===== config.mk =====
export PLATFORM = sky130hd
export DESIGN_NAME = rptr_partition_ctrl
export DESIGN_NICKNAME = d
export VERILOG_FILES = /design/src/rtl/rptr_part_pkg.sv /design/src/rtl/part_sat_counter.sv /design/src/rtl/part_enable_gate.sv /design/src/rtl/part_port_fsm.sv /design/src/rtl/rptr_partition_ctrl.sv
export SDC_FILE = /design/constraint.sdc
export NUM_CORES = 1
export LEC_CHECK = 0
export ABC_AREA = 1
export BUFFER_PORTS_ARGS = -buffer_cell sky130_fd_sc_hd__buf_2
export CAP_MARGIN = 20
export CELL_PAD_IN_SITES_DETAIL_PLACEMENT = 0
export CELL_PAD_IN_SITES_GLOBAL_PLACEMENT = 1
export CORE_AREA = 4 4 189 191
export DETAILED_ROUTE_END_ITERATION = 12
export DIE_AREA = 0 0 193 195
export PLACE_DENSITY_LB_ADDON = 0.3
export SETUP_SLACK_MARGIN = 0.4
export SYNTH_ARGS = -nofsm -noshare
export SYNTH_HDL_FRONTEND = slang
export SYNTH_SLANG_ARGS = --single-unit

===== constraint.sdc =====
create_clock -name clk_i -period 2.65 [get_ports clk_i]
set_input_delay 0.1325 -clock clk_i [delete_from_list [all_inputs] [get_ports clk_i]]
set_output_delay 0.1325 -clock clk_i [all_outputs]
set_load 0.02 [all_outputs]

===== src/rtl/rptr_part_pkg.sv =====
package rptr_part_pkg;

    typedef enum logic {
        PS_CONNECTED = 1'b0,
        PS_ISOLATED  = 1'b1
    } port_state_e;

    typedef struct packed {
        logic tx;
        logic rx;
        logic col;
    } line_obs_t;

    // Any line activity on the port in this strobe.
    function automatic logic line_busy(line_obs_t o);
        return o.tx | o.rx | o.col;
    endfunction

    // Strobe counts toward recovery under the selected rule.
    function automatic logic recover_qualifies(logic alt, line_obs_t o);
        return !o.col && (o.tx || (alt && o.rx));
    endfunction

endpackage


===== src/rtl/part_sat_counter.sv =====
module part_sat_counter #(
    parameter int unsigned MAX_VAL = 8,
    parameter int unsigned W       = 4
) (
    input  logic         clk_i,
    input  logic         rst_i,
    input  logic         clr_i,
    input  logic         inc_i,
    output logic [W-1:0] cnt_o
);
    logic [W-1:0] cnt_q;

    always_ff @(posedge clk_i) begin
        if (rst_i || clr_i)
            cnt_q <= '0;
        else if (inc_i && (cnt_q != W'(MAX_VAL)))
            cnt_q <= cnt_q + 1'b1;
    end

    assign cnt_o = cnt_q;

    p_no_overflow_r3: assert property (@(posedge clk_i) disable iff (rst_i)
        (cnt_q == W'(MAX_VAL) && !clr_i) |=> (cnt_q == W'(MAX_VAL)));
endmodule


===== src/rtl/part_enable_gate.sv =====
module part_enable_gate #(
    parameter int unsigned NPORTS = 8
) (
    input  logic              clk_i,
    input  logic              rst_i,
    input  logic              strap_i,
    input  logic [NPORTS-1:0] en_req_i,
    output logic [NPORTS-1:0] en_o
);
    logic [NPORTS-1:0] armed_q;
    logic [NPORTS-1:0] en_q;

    for (genvar g = 0; g < NPORTS; g++) begin : g_gate
        always_ff @(posedge clk_i) begin
            if (rst_i) begin
                armed_q[g] <= strap_i;
                en_q[g]    <= 1'b0;
            end else begin
                if (!en_req_i[g])
                    armed_q[g] <= 1'b1;
                en_q[g] <= en_req_i[g] & armed_q[g];
            end
        end

        p_strap_hold_r2: assert property (@(posedge clk_i) disable iff (rst_i)
            !armed_q[g] |=> !en_q[g]);
    end

    assign en_o = en_q;
endmodule


===== src/rtl/part_port_fsm.sv =====
module part_port_fsm
    import rptr_part_pkg::*;
#(
    parameter int unsigned UNPART_BITS   = 512,
    parameter int unsigned CCOL_LIMIT    = 64,
    parameter int unsigned LONG_COL_BITS = 1024
) (
    input  logic      clk_i,
    input  logic      rst_i,
    input  logic      bt_i,
    input  logic      en_i,
    input  logic      alt_i,
    input  line_obs_t obs_i,
    output logic      part_o
);
    localparam int unsigned CLEAN_W = $clog2(UNPART_BITS + 1);
    localparam int unsigned CCOL_W  = $clog2(CCOL_LIMIT + 1);
    localparam int unsigned LONG_W  = $clog2(LONG_COL_BITS + 2);

    port_state_e state_q;
    logic        evt_q, evt_col_q;
    logic        step, busy, evt_end, conn, iso, qual;
    logic        long_hit, ccol_hit, go_iso, recover;
    logic [CLEAN_W-1:0] clean_cnt;
    logic [CCOL_W-1:0]  ccol_cnt;
    logic [LONG_W-1:0]  colrun_cnt;
    logic clean_clr, clean_inc, ccol_clr, ccol_inc, run_clr, run_inc;

    always_comb begin
        step     = bt_i & en_i;
        busy     = line_busy(obs_i);
        conn     = (state_q == PS_CONNECTED);
        iso      = (state_q == PS_ISOLATED);
        qual     = recover_qualifies(alt_i, obs_i);
        evt_end  = step & evt_q & !busy;
        long_hit = step & conn & alt_i & obs_i.col
                   & (colrun_cnt == LONG_W'(LONG_COL_BITS));
        ccol_hit = evt_end & evt_col_q & conn
                   & (ccol_cnt == CCOL_W'(CCOL_LIMIT - 1));
        go_iso   = long_hit | ccol_hit;
        recover  = step & iso & qual
                   & (clean_cnt == CLEAN_W'(UNPART_BITS - 1));

        run_clr   = !en_i | (bt_i & !obs_i.col);
        run_inc   = step & obs_i.col;
        ccol_clr  = !en_i | go_iso | recover | (evt_end & !evt_col_q);
        ccol_inc  = evt_end & evt_col_q & conn;
        clean_clr = !en_i | recover | (step & (!iso | !qual));
        clean_inc = step & iso & qual;
    end

    part_sat_counter #(.MAX_VAL(LONG_COL_BITS + 1), .W(LONG_W)) u_colrun (
        .clk_i(clk_i), .rst_i(rst_i), .clr_i(run_clr), .inc_i(run_inc),
        .cnt_o(colrun_cnt));

    part_sat_counter #(.MAX_VAL(CCOL_LIMIT), .W(CCOL_W)) u_ccol (
        .clk_i(clk_i), .rst_i(rst_i), .clr_i(ccol_clr), .inc_i(ccol_inc),
        .cnt_o(ccol_cnt));

    part_sat_counter #(.MAX_VAL(UNPART_BITS), .W(CLEAN_W)) u_clean (
        .clk_i(clk_i), .rst_i(rst_i), .clr_i(clean_clr), .inc_i(clean_inc),
        .cnt_o(clean_cnt));

    always_ff @(posedge clk_i) begin
        if (rst_i || !en_i) begin
            state_q   <= PS_CONNECTED;
            evt_q     <= 1'b0;
            evt_col_q <= 1'b0;
        end else if (step) begin
            if (busy) begin
                evt_q     <= 1'b1;
                evt_col_q <= evt_col_q | obs_i.col;
            end else begin
                evt_q     <= 1'b0;
                evt_col_q <= 1'b0;
            end
            if (go_iso)
                state_q <= PS_ISOLATED;
            else if (recover)
                state_q <= PS_CONNECTED;
        end
    end

    assign part_o = iso;

    p_quiet_cycles_r9: assert property (@(posedge clk_i) disable iff (rst_i)
        (!bt_i && en_i) |=> $stable(state_q));

    p_disable_clears_r8: assert property (@(posedge clk_i) disable iff (rst_i)
        !en_i |=> (state_q == PS_CONNECTED));

    p_rx_no_recover_r5: assert property (@(posedge clk_i) disable iff (rst_i)
        (bt_i && en_i && !alt_i && iso && !obs_i.tx) |=> (state_q == PS_ISOLATED));

    p_normal_col_stays_r4: assert property (@(posedge clk_i) disable iff (rst_i)
        (bt_i && en_i && !alt_i && conn && obs_i.col) |=> (state_q == PS_CONNECTED));
endmodule


===== src/rtl/rptr_partition_ctrl.sv =====
module rptr_partition_ctrl
    import rptr_part_pkg::*;
#(
    parameter int unsigned NPORTS        = 8,
    parameter int unsigned UNPART_BITS   = 512,
    parameter int unsigned CCOL_LIMIT    = 64,
    parameter int unsigned LONG_COL_BITS = 1024
) (
    input  logic              clk_i,
    input  logic              rst_i,
    input  logic              mgr_present_i,
    input  logic              bit_stb_i,
    input  logic [NPORTS-1:0] port_en_i,
    input  logic [NPORTS-1:0] alt_sel_i,
    input  logic [NPORTS-1:0] tx_act_i,
    input  logic [NPORTS-1:0] rx_act_i,
    input  logic [NPORTS-1:0] col_i,
    output logic [NPORTS-1:0] part_o,
    output logic [NPORTS-1:0] active_o
);
    logic [NPORTS-1:0] en_eff;

    part_enable_gate #(.NPORTS(NPORTS)) u_gate (
        .clk_i(clk_i), .rst_i(rst_i), .strap_i(mgr_present_i),
        .en_req_i(port_en_i), .en_o(en_eff));

    for (genvar g = 0; g < NPORTS; g++) begin : g_port
        line_obs_t obs;
        assign obs = '{tx: tx_act_i[g], rx: rx_act_i[g], col: col_i[g]};

        part_port_fsm #(
            .UNPART_BITS(UNPART_BITS),
            .CCOL_LIMIT(CCOL_LIMIT),
            .LONG_COL_BITS(LONG_COL_BITS)
        ) u_fsm (
            .clk_i(clk_i), .rst_i(rst_i), .bt_i(bit_stb_i), .en_i(en_eff[g]),
            .alt_i(alt_sel_i[g]), .obs_i(obs), .part_o(part_o[g]));

        assign active_o[g] = en_eff[g] & !part_o[g];

        p_active_needs_enable_r10: assert property (@(posedge clk_i) disable iff (rst_i)
            active_o[g] |-> $past(port_en_i[g]));
    end
endmodule


==> results of run 1 <==
layer usage:
layer | track usage | up-vias | wire, um
met1 | 0.2509 | 6804 | 17280
li1 | - | 8251 | -
met4 | 0.04170 | 0 | 771
met5 | 0 | - | 0
met3 | 0.02395 | 51 | 1048
met2 | 0.3228 | 147 | 16640
power breakdown:
group	internal, mW	switching [mW]	leakage [nW]
clock	2.58	1.70	0.521
sequential	4.01	0.0113	2.14
combinational	0.0854	0.187	4.50
repair_timing:
action | CTS | global route
gates resized for setup | 0 | 0
hold buffers | 15 | 0
hold endpoints to repair | 25 | 0
layout make-up:
cell class,instances,share of cell area
multi-input cells,1942,0.5134
flip-flops and latches,264,0.2982
repair buffers,84,0.02893
clock buffers,45,0.05104
well taps,455,0.03164
inverters,338,0.07051
clock inverters,12,0.006328
path summary, 6_finish.rpt:
path	cells past startpoint	slack, ns	to	startpoint
hold reg to reg	2	0.47	g_port[6].u_fsm.evt_col_q	g_port[6].u_fsm.evt_col_q
setup reg to reg	8	0.77	g_port[6].u_fsm.u_ccol.cnt_o[6]	g_port[6].u_fsm.u_clean.cnt_o[0]
hold / removal	5	0.05	g_port[4].u_fsm.evt_col_q	tx_act_i[4]
setup / recovery	8	0.77	g_port[6].u_fsm.u_ccol.cnt_o[6]	g_port[6].u_fsm.u_clean.cnt_o[0]
cells by family (layout without fill, tap and decap cells):
family	after synthesis	count (layout)	share of synthesized area
buf+inv	391	479	0.09521
xor+xnor	102	102	0.05536
flops	264	264	0.3325
fa+ha+maj	56	56	0.04342
compound gates	232	232	0.07536
simple gates	1552	1552	0.3982
cell usage after synthesis (7+ instances only):
master / instances / share of area
sky130_fd_sc_hd__nand2_1: 861 / 0.20
sky130_fd_sc_hd__edfxtp_1: 8 / 0.015
sky130_fd_sc_hd__o21ai_0: 36 / 0.011
sky130_fd_sc_hd__nor2_2: 7 / 0.0027
sky130_fd_sc_hd__nor2_1: 369 / 0.086
sky130_fd_sc_hd__inv_2: 7 / 0.0016
sky130_fd_sc_hd__ha_1: 56 / 0.043
sky130_fd_sc_hd__dfxtp_1: 256 / 0.32
sky130_fd_sc_hd__inv_1: 325 / 0.076
sky130_fd_sc_hd__nor3_1: 14 / 0.0043
sky130_fd_sc_hd__xnor2_1: 28 / 0.015
sky130_fd_sc_hd__xor2_1: 74 / 0.040
sky130_fd_sc_hd__buf_2: 21 / 0.0065
sky130_fd_sc_hd__nand4_1: 66 / 0.026
sky130_fd_sc_hd__clkbuf_1: 19 / 0.0044
sky130_fd_sc_hd__nand3_1: 205 / 0.064
sky130_fd_sc_hd__buf_4: 9 / 0.0042
sky130_fd_sc_hd__a21oi_1: 178 / 0.055
sky130_fd_sc_hd__or2_2: 8 / 0.0031
flip-flops by register name, summed over array words and instances (netlist names):
| register | flops |
|---|---|
| g_port.u_fsm.evt_q | 8 |
| g_port.u_fsm.part_o | 8 |
| g_port.u_fsm.u_clean.cnt_o | 80 |
| g_port.u_fsm.u_colrun.cnt_o | 88 |
| g_port.u_fsm.evt_col_q | 8 |
| u_gate.en_o | 8 |
| u_gate.armed_q | 8 |
| g_port.u_fsm.u_ccol.cnt_o | 56 |
worst max-delay path, delay by kind of cell (launching register included):
kind,cells,cell delay (ns)
flops,1,0.41
compound gates,1,0.24
fa+ha+maj,1,0.24
simple gates,6,0.86
per-stage QoR:
stage	utilization	power [mW]
2_1_floorplan	-	4.253
3_3_place_gp	0.4927	4.366
3_5_place_dp	0.4927	4.368
4_1_cts	0.5274	8.744
5_1_grt	0.5274	8.917
6_report	0.5274	8.577
==> metrics.log, run 1 <==
INFO  metric final_hold_viol_count = 0
INFO  metric timing.setup.tns = 0 ns
INFO  metric power.static_leakage = 7.164 nW
INFO  metric post_synth_instance_area = 0.01614 mm^2
INFO  metric finalWeightedCongestion = 0.8592
INFO  metric cts_post_setup_buffers_inserted = 0
INFO  metric result_of_the_run = complete, no violations
INFO  metric synth_cell_type_count = 39
INFO  metric crit_path_cell_trace = ha_1 -> nand3_1 -> nor2_1 -> nand2_1 -> o21ai_0 -> nor2_1 -> nand2_1 -> nor2_1
INFO  metric place_worst_setup_slack = 0.5975 ns
INFO  metric dp.cells = 3,068
INFO  metric ir_worst_vdd = 514.5 uV
INFO  metric routed_len_inst = 11.38 um
INFO  metric num-nets-final = 2,761
INFO  metric cts_max_path_buffers = 3
INFO  metric layout.cells.most_common_list = 861 x sky130_fd_sc_hd__nand2_1, 369 x sky130_fd_sc_hd__nor2_1, 325 x sky130_fd_sc_hd__inv_1
INFO  metric cts_num_sinks = 264
INFO  metric dp_hpwl = 25,440 um
INFO  metric fin_worst_skew = 0.01033 ns
INFO  metric worstSetupPathType = register to register
INFO  metric worst_path_max_delay_cell = sky130_fd_sc_hd__dfxtp_1
INFO  metric tritoncts = built
INFO  metric detail_route.vias_per_cell = 4.858
INFO  metric synthToLayoutAreaGrowth = 11.49%
INFO  metric rows = 68
INFO  metric fmax = 533.1 MHz
INFO  metric drive_gt1_frac = 0.05996
INFO  metric synth-edff-count = 8
INFO  metric boundaryPins = 60
INFO  metric dieArea = 0.03764 mm^2
INFO  metric post-route-drc-count = 0
INFO  metric ant_nets = 0
INFO  metric die_y = 195 um
INFO  metric die_width = 193 um
INFO  metric yosysSeqAreaShare = 0.3325
INFO  metric worstSkewPairLatency = 0.57 ns
INFO  metric cts.clk_slew.worst_paths = 0.06 ns
INFO  metric port_buffers = 59
INFO  metric cts-root-buf = sky130_fd_sc_hd__clkbuf_16
INFO  metric first_global_vias = 14,020
INFO  metric timing.critical_path.arrival = 2.32 ns
INFO  metric postSynthAreaPerCell = 6.214 um^2
INFO  metric setup_repair_after_global_routing_missed_its_margin = no
INFO  metric antenna_found_initial = 0
INFO  metric final-instance-count-excl-fill = 3,140
INFO  metric fin_worst_hold_slack = 0.04853 ns
INFO  metric maxCapViolations = 0
INFO  metric max_slew_violation_total_from_the_final_report = 0
INFO  metric cts_inserted_buffers = 31
INFO  metric design_area = 0.01799 mm^2
INFO  metric dpl_cell_area = 0.01681 mm^2
INFO  metric postSynthRegisterBits = 264
INFO  metric yosys_warnings = 0
INFO  metric cts.htree.levels = 1
INFO  metric grt_pass1_wl = 62,320 um
INFO  metric worst-endpoint-required = 3.09 ns
INFO  metric critical_path.max_stage_delay = 0.41 ns
INFO  metric critical_path.max_fanout = 7
INFO  metric floorplan.initialDensity = 0.4730
INFO  metric min-delay-path-class = primary input to register
INFO  metric final.fill_count = 3,493
INFO  metric postSynth.topFlopCell = sky130_fd_sc_hd__dfxtp_1
INFO  metric sequential_cell_area = 0.005365 mm^2
INFO  metric setup_viol_count_final = 0
INFO  metric postRouteWirelength = 35,740 um
INFO  metric worstMarginPinSlew = 0.7690 ns
INFO  metric multi_input_logic_area = 0.009236 mm^2
INFO  metric detailedRoute.firstPassIterationCount = 5
INFO  metric ys_async_sr_fraction = 0
INFO  metric grt_start_max_net_pins = 22
INFO  metric crit_top_cell = sky130_fd_sc_hd__nor2_1
INFO  metric net_count_after_synthesis = 2,697
INFO  metric period_minus_slack = 1.876 ns
INFO  metric endpoint_kind = register
INFO  metric detailedRoute.firstIterationViolations = 721
INFO  metric grt.overflow.total = 0
INFO  metric pwr_density_cell = 476.7 mW/mm^2
INFO  metric worst_slew_margin_rel = 0.4863
INFO  metric mostFrequentLayoutCell = sky130_fd_sc_hd__nand2_1
INFO  metric dr_total_vias = 15,250
INFO  metric worst_slack = 0.7742 ns
INFO  metric start_kind = register
INFO  metric antenna_cells = 0
INFO  metric grt_usage = 0.1874
INFO  metric fp.coreArea = 0.03412 mm^2
INFO  metric min_period_over_period = 0.7078
INFO  metric syn_inst = 2,597
(Power assumes the default switching activity.)
==> run 2, diff against run 1 <==
--- a/config.mk
+++ b/config.mk
@@ -10,9 +10,9 @@
 export CAP_MARGIN = 20
 export CELL_PAD_IN_SITES_DETAIL_PLACEMENT = 0
 export CELL_PAD_IN_SITES_GLOBAL_PLACEMENT = 1
-export CORE_AREA = 4 4 189 191
+export CORE_AREA = 4 4 195 197
 export DETAILED_ROUTE_END_ITERATION = 12
-export DIE_AREA = 0 0 193 195
+export DIE_AREA = 0 0 199 201
 export PLACE_DENSITY_LB_ADDON = 0.3
 export SETUP_SLACK_MARGIN = 0.4
 export SYNTH_ARGS = -nofsm -noshare
==> constraint.sdc (replaced) <==
create_clock -name clk_i -period 1.8 [get_ports clk_i]
set_input_delay 0.09 -clock clk_i [delete_from_list [all_inputs] [get_ports clk_i]]
set_output_delay 0.09 -clock clk_i [all_outputs]
set_load 0.02 [all_outputs]
==> metrics.log, run 2 (synthesis results as in run 1) <==
INFO  metric clock_power_share = 0.536 (+0.037)
INFO  metric dp_hpwl = 26,000 um (+2.2%)
INFO  metric mostFrequentLayoutCell = sky130_fd_sc_hd__nand2_1
INFO  metric grt.overflow.total = 0 (unchanged)
INFO  metric postRouteWirelength = 41,590 um (+16%)
INFO  metric die_y = 201 um (+3.1%)
INFO  metric worstMarginPinSlew = 0.7345 ns (-0.03447 ns)
INFO  metric first_global_vias = 14,660 (+4.6%)
INFO  metric worstSetupPathType = register to register
INFO  metric cts.htree.levels = 2 (+1)
INFO  metric start_kind = register
INFO  metric routed_len_inst = 12.70 um (+12%)
INFO  metric grt_usage = 0.1888 (+0.001491)
INFO  metric rows = 70 (+2.9%)
INFO  metric synthToLayoutAreaGrowth = 31.80%
INFO  metric flip_flop_count_of_the_largest_register_all_copies_and_words_added = 88 (unchanged)
INFO  metric sequentialPowerShare = 0.425 (-0.044)
INFO  metric finalWeightedCongestion = 0.8390 (-2.4%)
INFO  metric endpoint_kind = register
INFO  metric timing.rr.end = g_port[4].u_fsm.u_clean.cnt_o[4]
INFO  metric fmax = 687.7 MHz (+29%)
INFO  metric layout.cells.most_common_list = 803 x sky130_fd_sc_hd__nand2_1, 289 x sky130_fd_sc_hd__inv_1, 277 x sky130_fd_sc_hd__nor2_1
INFO  metric boundaryPins = 60 (unchanged)
INFO  metric ir_worst_vdd = 611.7 uV (+19%)
INFO  metric detailedRoute.firstIterationViolations = 834 (+16%)
INFO  metric die_width = 199 um (+3.1%)
INFO  metric ant_nets = 0 (unchanged)
INFO  metric period_minus_slack = 1.454 ns (-0.4217 ns)
INFO  metric pwr-share-comb = 0.039 (+0.007)
INFO  metric max_slew_violation_total_from_the_final_report = 0 (unchanged)
INFO  metric dp.cells = 3,105 (+1.2%)
INFO  metric drive_gt1_frac = 0.2447 (+0.1848)
INFO  metric port_buffers = 59 (unchanged)
INFO  metric antenna_found_initial = 0 (unchanged)
INFO  metric cellInternalPower = 10.73 mW (+61%)
INFO  metric worstSkewPairLatency = 0.53 ns (-0.04 ns)
INFO  metric cts-root-buf = sky130_fd_sc_hd__clkbuf_16
INFO  metric dr_total_vias = 16,310 (+6.9%)
INFO  metric antenna_cells = 0 (unchanged)
INFO  metric final_util = 0.5866 (+0.05922)
INFO  metric min-delay-path-class = primary input to register
INFO  metric r2r-start = g_port[4].u_fsm.u_clean.cnt_o[1]
INFO  metric fraction_of_power_spent_switching_nets = 0.2228 (+0.001022)
INFO  metric detail_route.vias_per_cell = 4.981 (+2.5%)
INFO  metric switchingPower = 3.077 mW (+62%)
INFO  metric floorplan.initialDensity = 0.4451 (-0.02794)
INFO  metric dpl_cell_area = 0.01704 mm^2 (+1.4%)
INFO  metric cts_inserted_buffers = 35 (+13%)
INFO  metric worst_slew_margin_rel = 0.5103 (+0.02404)
INFO  metric result_of_the_run = complete, no violations
INFO  metric worst-endpoint-required = 2.22 ns (-0.87 ns)
INFO  metric grt_start_max_net_pins = 18 (-18%)
INFO  metric place_worst_setup_slack = 0.1362 ns (-0.4613 ns)
INFO  metric power.static_leakage = 8.106 nW (+13%)
INFO  metric post-route-drc-count = 0 (unchanged)
INFO  metric worstSetupEndpoint = g_port[4].u_fsm.u_clean.cnt_o[4]
INFO  metric rrSetupSlack = 0.35 ns (-0.43 ns)
INFO  metric cts.clk_slew.worst_paths = 0.06 ns (about the same)
INFO  metric num-nets-final = 2,881 (+4.3%)
INFO  metric pwr_density_cell = 649.3 mW/mm^2 (+36%)
INFO  metric fp.coreArea = 0.03626 mm^2 (+6.3%)
INFO  metric setup_repair_after_global_routing_missed_its_margin = yes
INFO  metric cts_num_sinks = 264 (unchanged)
INFO  metric critical_path.max_fanout = 5 (-2)
INFO  metric worst_setup_path_startpoint = g_port[4].u_fsm.u_clean.cnt_o[1]
INFO  metric timing.critical_path.arrival = 1.87 ns (-0.45 ns)
INFO  metric fin_worst_skew = 0.009549 ns (-0.0007798 ns)
INFO  metric final_hold_viol_count = 0 (unchanged)
INFO  metric min_period_over_period = 0.8079 (+0.1000)
INFO  metric fin_worst_hold_slack = 0.02183 ns (-0.02670 ns)
INFO  metric dieArea = 0.04000 mm^2 (+6.3%)
INFO  metric design_area = 0.02127 mm^2 (+18%)
INFO  metric tritoncts = built
INFO  metric detailedRoute.firstPassIterationCount = 7 (+2)
INFO  metric final-instance-count-excl-fill = 3,275 (+4.3%)
INFO  metric total_power = 13.81 mW (+61%)
INFO  metric worst_slack = 0.3459 ns (-0.4284 ns)
INFO  metric timing.setup.tns = 0 ns (unchanged)
INFO  metric cts_max_path_buffers = 3 (unchanged)
INFO  metric ff2ff_path_depth = 9 (+1)
INFO  metric grt_pass1_wl = 65,870 um (+5.7%)
INFO  metric maxCapViolations = 0 (unchanged)
INFO  metric setup_viol_count_final = 0 (unchanged)
-- run 2: cell types whose count changed in the layout (fill, tap and decap cells not counted), sizes merged, moves of 2 or more --
cell,delta
a21o,+2
a21oi,+2
buf,+90
bufinv,+4
clkbuf,+11
clkinv,-4
clkinvlp,+5
dlygate4sd3,+3
inv,-3
nand2,+5
nor2,+2
-- run 2: worst min path at each step --
stage	from	endpoint	cells after the start
detailed placement	port_en_i[7]	u_gate.en_o[7]	3
finish	tx_act_i[4]	g_port[4].u_fsm.evt_col_q	5
global route	bit_stb_i	g_port[2].u_fsm.evt_q	4
floorplan	port_en_i[0]	u_gate.en_o[0]	2
CTS	bit_stb_i	g_port[5].u_fsm.part_o	4
global placement	port_en_i[1]	u_gate.en_o[1]	3
-- run 2: per-layer routing --
layer / share of wire / up-vias / global-route usage
met2: 0.48 / 220 / 0.3207
met5: 0 / - / 0
met3: 0.035 / 60 / 0.02870
met1: 0.46 / 7490 / 0.2488
li1: - / 8542 / -
met4: 0.022 / 0 / 0.05349
-- run 2: timing repair --
action,CTS,global route
endpoints found under the setup margin,217,235
gates cloned,13,13
endpoints found under the hold margin,32,0
pin swaps,34,143
gates resized for setup,199,444
setup buffers,15,47
hold buffers,19,0
-- run 2: power groups by stage --
stage          combinational [mW]  clock (mW)  sequential, mW
5_1_grt                     0.586        7.89            5.87
3_5_place_dp                0.401           0            6.05
3_3_place_gp                0.396           0            6.05
2_1_floorplan               0.217           0            6.05
6_report                    0.537        7.40            5.87
4_1_cts                     0.475        7.65            5.91
-- run 2: layout make-up --
cell class / count / area (um^2)
Clock buffer: 54 / 1080
Clock inverter: 9 / 147.6
Fill cell: 3389 / 14990
Inverter: 338 / 1346
Multi-Input combinational cell: 1957 / 11100
Sequential cell: 264 / 5573
Tap cell: 468 / 585.6
Timing Repair Buffer: 180 / 1410
Timing Repair inverter: 5 / 30.03
-- run 2: worst max-delay path, stage by stage, from the launching register on --
cell                      delay [ns]
sky130_fd_sc_hd__dfxtp_2        0.35
sky130_fd_sc_hd__inv_2          0.08
sky130_fd_sc_hd__ha_4           0.12
sky130_fd_sc_hd__nand2_1        0.05
sky130_fd_sc_hd__nor2_1         0.12
sky130_fd_sc_hd__nand4_1        0.17
sky130_fd_sc_hd__buf_4          0.19
sky130_fd_sc_hd__buf_6          0.12
sky130_fd_sc_hd__nand3_1        0.09
sky130_fd_sc_hd__a21oi_1        0.07
==> run 3, diff against run 2 <==
--- a/config.mk
+++ b/config.mk
@@ -5,14 +5,14 @@
 export SDC_FILE = /design/constraint.sdc
 export NUM_CORES = 1
 export LEC_CHECK = 0
-export ABC_AREA = 1
+export ABC_AREA = 0
 export BUFFER_PORTS_ARGS = -buffer_cell sky130_fd_sc_hd__buf_2
 export CAP_MARGIN = 20
 export CELL_PAD_IN_SITES_DETAIL_PLACEMENT = 0
 export CELL_PAD_IN_SITES_GLOBAL_PLACEMENT = 1
-export CORE_AREA = 4 4 195 197
+export CORE_AREA = 4 4 181 183
 export DETAILED_ROUTE_END_ITERATION = 12
-export DIE_AREA = 0 0 199 201
+export DIE_AREA = 0 0 185 187
 export PLACE_DENSITY_LB_ADDON = 0.3
 export SETUP_SLACK_MARGIN = 0.4
 export SYNTH_ARGS = -nofsm -noshare
==> constraint.sdc (replaced) <==
create_clock -name clk_i -period 1.2 [get_ports clk_i]
set_input_delay 0.06 -clock clk_i [delete_from_list [all_inputs] [get_ports clk_i]]
set_output_delay 0.06 -clock clk_i [all_outputs]
set_load 0.02 [all_outputs]
==> metrics.log, run 3 <==
INFO  metric postSynth.topFlopCell = sky130_fd_sc_hd__dfxtp_1
INFO  metric r2r-start = g_port[7].u_fsm.u_ccol.cnt_o[0]
INFO  metric postRouteWirelength = 40,590 um (-2.4%)
INFO  metric synth_cell_type_count = 72 (+85%)
INFO  metric ys_async_sr_fraction = 0 (unchanged)
INFO  metric mostFrequentLayoutCell = sky130_fd_sc_hd__buf_4
INFO  metric total_power = 20.10 mW (+46%)
INFO  metric synth_top_area_share = 0.3889 (+0.07134)
INFO  metric worstSetupPathType = register to register
INFO  metric min_path_cells = 4 (-1)
INFO  metric cts.clk_slew.worst_paths = 0.05 ns (about the same)
INFO  metric fin_worst_hold_slack = -0.01338 ns (-0.03521 ns)
INFO  metric detailedRoute.firstPassIterationCount = 5 (-2)
INFO  metric dr_total_vias = 13,700 (-16%)
INFO  metric detailedRoute.firstIterationViolations = 555 (-33%)
INFO  metric net_count_after_synthesis = 1,644 (-39%)
INFO  metric flip_flop_count_of_the_largest_register_all_copies_and_words_added = 88 (unchanged)
INFO  metric maxCapViolations = 0 (unchanged)
INFO  metric synth-edff-count = 8 (unchanged)
INFO  metric yosysSeqAreaShare = 0.4071 (+0.07469)
INFO  metric num-nets-final = 2,319 (-20%)
INFO  metric antenna_cells = 0 (unchanged)
INFO  metric rows = 65 (-7.1%)
INFO  metric synthToLayoutAreaGrowth = 76.60%
INFO  metric start_kind = register
INFO  metric finalWeightedCongestion = 0.8514 (+1.5%)
INFO  metric pwr_density_cell = 863.8 mW/mm^2 (+33%)
INFO  metric endpoint_kind = register
INFO  metric post-route-drc-count = 0 (unchanged)
INFO  metric first_global_vias = 13,840 (-5.6%)
INFO  metric worstSkewPairLatency = 0.52 ns (about the same)
INFO  metric result_of_the_run = finished with violations
INFO  metric design_area = 0.02327 mm^2 (+9.4%)
INFO  metric dieArea = 0.03460 mm^2 (-14%)
INFO  metric worstMarginPinSlew = 0.5565 ns (-0.1780 ns)
INFO  metric timing.critical_path.arrival = 2.15 ns (+0.28 ns)
INFO  metric port_buffers = 59 (unchanged)
INFO  metric grt_usage = 0.2117 (+0.02289)
INFO  metric grt.overflow.total = 0 (unchanged)
INFO  metric fmax = 574.5 MHz (-16%)
INFO  metric worst_hold_startpoint = rx_act_i[6]
INFO  metric floorplan.initialDensity = 0.4220 (-0.02311)
INFO  metric worst_slack = -0.5406 ns (-0.8864 ns)
INFO  metric fin_worst_skew = 0.007988 ns (-0.001561 ns)
INFO  metric max_slew_violation_total_from_the_final_report = 0 (unchanged)
INFO  metric worst_slew_margin_rel = 0.6290 (+0.1187)
INFO  metric final-instance-count-excl-fill = 2,647 (-19%)
INFO  metric setup_repair_after_global_routing_missed_its_margin = yes
INFO  metric postCtsHoldBufs = 20 (+1)
INFO  metric yosys_warnings = 0 (unchanged)
INFO  metric cts_num_sinks = 264 (unchanged)
INFO  metric antenna_found_initial = 0 (unchanged)
INFO  metric failed_checks = negative hold slack, negative setup slack
INFO  metric worst_hold_path.endpoint = g_port[6].u_fsm.evt_col_q
INFO  metric final_hold_viol_count = 2 (+2)
INFO  metric drive_gt1_frac = 0.5514 (+0.3067)
INFO  metric cts_inserted_buffers = 34 (-2.9%)
INFO  metric ff2ff_path_depth = 7 (-2)
INFO  metric cts.htree.levels = 2 (unchanged)
INFO  metric period_minus_slack = 1.741 ns (+0.2864 ns)
INFO  metric setup_viol_count_final = 241 (+241)
INFO  metric tritoncts = built
INFO  metric syn_inst = 1,544 (-41%)
INFO  metric yosys.cell_count.top_type = sky130_fd_sc_hd__dfxtp_1
INFO  metric postSynthRegisterBits = 264 (unchanged)
INFO  metric min_period_over_period = 1.450 (+0.6426)
INFO  metric layout.cells.most_common_list = 436 x sky130_fd_sc_hd__buf_4, 181 x sky130_fd_sc_hd__nor2_1, 158 x sky130_fd_sc_hd__buf_6
INFO  metric die_y = 187 um (-7.0%)
INFO  metric grt_start_max_net_pins = 22 (+4)
INFO  metric critical_path.max_fanout = 4 (-1)
INFO  metric detail_route.vias_per_cell = 5.177 (+3.9%)
INFO  metric dp_hpwl = 24,230 um (-6.8%)
INFO  metric worst-endpoint-required = 1.61 ns (-0.61 ns)
INFO  metric fp.coreArea = 0.03123 mm^2 (-14%)
INFO  metric min-delay-path-class = primary input to register
INFO  metric timing.rr.end = g_port[7].u_fsm.u_ccol.cnt_o[1]
INFO  metric post_synth_instance_area = 0.01318 mm^2 (-18%)
INFO  metric ir_worst_vdd = 866.0 uV (+42%)
INFO  metric boundaryPins = 60 (unchanged)
INFO  metric rrSetupSlack = -0.54 ns (-0.89 ns)
INFO  metric yosysTopAreaCell = sky130_fd_sc_hd__dfxtp_1
INFO  metric synth.top_cells.by_area = sky130_fd_sc_hd__dfxtp_1 39%, sky130_fd_sc_hd__nor2_1 6.5%, sky130_fd_sc_hd__xor2_1 5.8%, sky130_fd_sc_hd__ha_1 5.3%, sky130_fd_sc_hd__xnor2_1 4.5%
INFO  metric cts_max_path_buffers = 3 (unchanged)
INFO  metric die_width = 185 um (-7.0%)
INFO  metric synth_common_cells = 256 x sky130_fd_sc_hd__dfxtp_1, 229 x sky130_fd_sc_hd__nor2_1, 125 x sky130_fd_sc_hd__nand2_1
INFO  metric dp.cells = 2,436 (-22%)
INFO  metric cts-root-buf = sky130_fd_sc_hd__clkbuf_16
INFO  metric routed_len_inst = 15.34 um (+21%)
INFO  metric grt_pass1_wl = 63,220 um (-4.0%)
INFO  metric dpl_cell_area = 0.01846 mm^2 (+8.3%)
INFO  metric power.static_leakage = 9.128 nW (+13%)
INFO  metric postSynthAreaPerCell = 8.535 um^2 (+37%)
INFO  metric final.fill_count = 2,064 (-39%)
INFO  metric ant_nets = 0 (unchanged)
-- run 3: metrics by stage --
step / utilization / hold WS [ns] / setup TNS [ns] / setup WS (ns)
6_report: 0.7452 / -0.01338 / -62.11 / -0.5406
5_1_grt: 0.7452 / -0.01795 / -78.91 / -0.6596
4_1_cts: 0.7032 / -0.03442 / -52.95 / -0.5622
3_5_place_dp: 0.5912 / 0.3211 / -66.72 / -0.5676
3_3_place_gp: 0.5912 / 0.3208 / -61.77 / -0.5336
2_1_floorplan: - / 0.1953 / -31.55 / -0.4929
-- run 3: per-layer routing --
metal | part of all wire | global-route usage | wire (um) | up-vias
met5 | 0 | 0 | 0 | -
met4 | 0.026 | 0.06719 | 1052 | 0
met3 | 0.030 | 0.03112 | 1231 | 84
met2 | 0.53 | 0.3807 | 21510 | 224
met1 | 0.41 | 0.2587 | 16800 | 6632
li1 | - | - | - | 6764
-- run 3: cells by family after synthesis --
kind of cell,Yosys count,share of synthesized area
simple gates,766,0.3051
flops,264,0.4071
compound gates,162,0.07653
xor+xnor,156,0.1037
buf+inv,116,0.03608
fa+ha+maj,56,0.05317
mux,24,0.01832
-- run 3: where the power goes --
group / internal, mW / switching (mW)
registers: 8.79 / 0.0420
logic: 0.670 / 0.640
clock network: 5.94 / 4.01
total: 15.4 / 4.69
-- run 3: final cells by class --
cell class                      instances  area, um^2  area share
Timing Repair Buffer                  668        5695      0.2447
Multi-Input combinational cell       1166       10050      0.4317
Tap cell                              402       503.0     0.02161
Sequential cell                       264        5588      0.2401
Clock buffer                           51        1025     0.04403
Clock inverter                         11       82.58    0.003549
Inverter                               85       331.6     0.01425
-- run 3: critical path: stages, from the launching register on --
cell                      delay [ns]
sky130_fd_sc_hd__dfxtp_2        0.32
sky130_fd_sc_hd__inv_2          0.05
sky130_fd_sc_hd__ha_1           0.13
sky130_fd_sc_hd__or4b_1         0.42
sky130_fd_sc_hd__or3_4          0.36
sky130_fd_sc_hd__nand3_4        0.11
sky130_fd_sc_hd__mux2i_1        0.18
sky130_fd_sc_hd__nor2_1         0.05
-- run 3: worst max-delay path by stage --
stage | startpoint | endpoint | slack, ns | cells past startpoint
after floorplan | g_port[7].u_fsm.u_ccol.cnt_o[0] | g_port[7].u_fsm.u_ccol.cnt_o[1] | -0.49 | 7
after global placement | g_port[7].u_fsm.u_ccol.cnt_o[0] | g_port[7].u_fsm.u_ccol.cnt_o[1] | -0.53 | 7
after detailed placement | g_port[7].u_fsm.u_ccol.cnt_o[0] | g_port[7].u_fsm.u_ccol.cnt_o[1] | -0.57 | 7
after CTS | g_port[7].u_fsm.u_ccol.cnt_o[0] | g_port[7].u_fsm.u_ccol.cnt_o[1] | -0.56 | 7
after global routing | g_port[7].u_fsm.u_ccol.cnt_o[0] | g_port[7].u_fsm.u_ccol.cnt_o[1] | -0.66 | 7
final | g_port[7].u_fsm.u_ccol.cnt_o[0] | g_port[7].u_fsm.u_ccol.cnt_o[1] | -0.54 | 7
-- run 3: what timing repair did --
action	4_1_cts	5_1_grt
endpoints found under the hold margin	24	2
buffers inserted	75	47
resized for setup	361	226
pin swaps	227	167
gates cloned	7	0
endpoints found under the setup margin	262	264
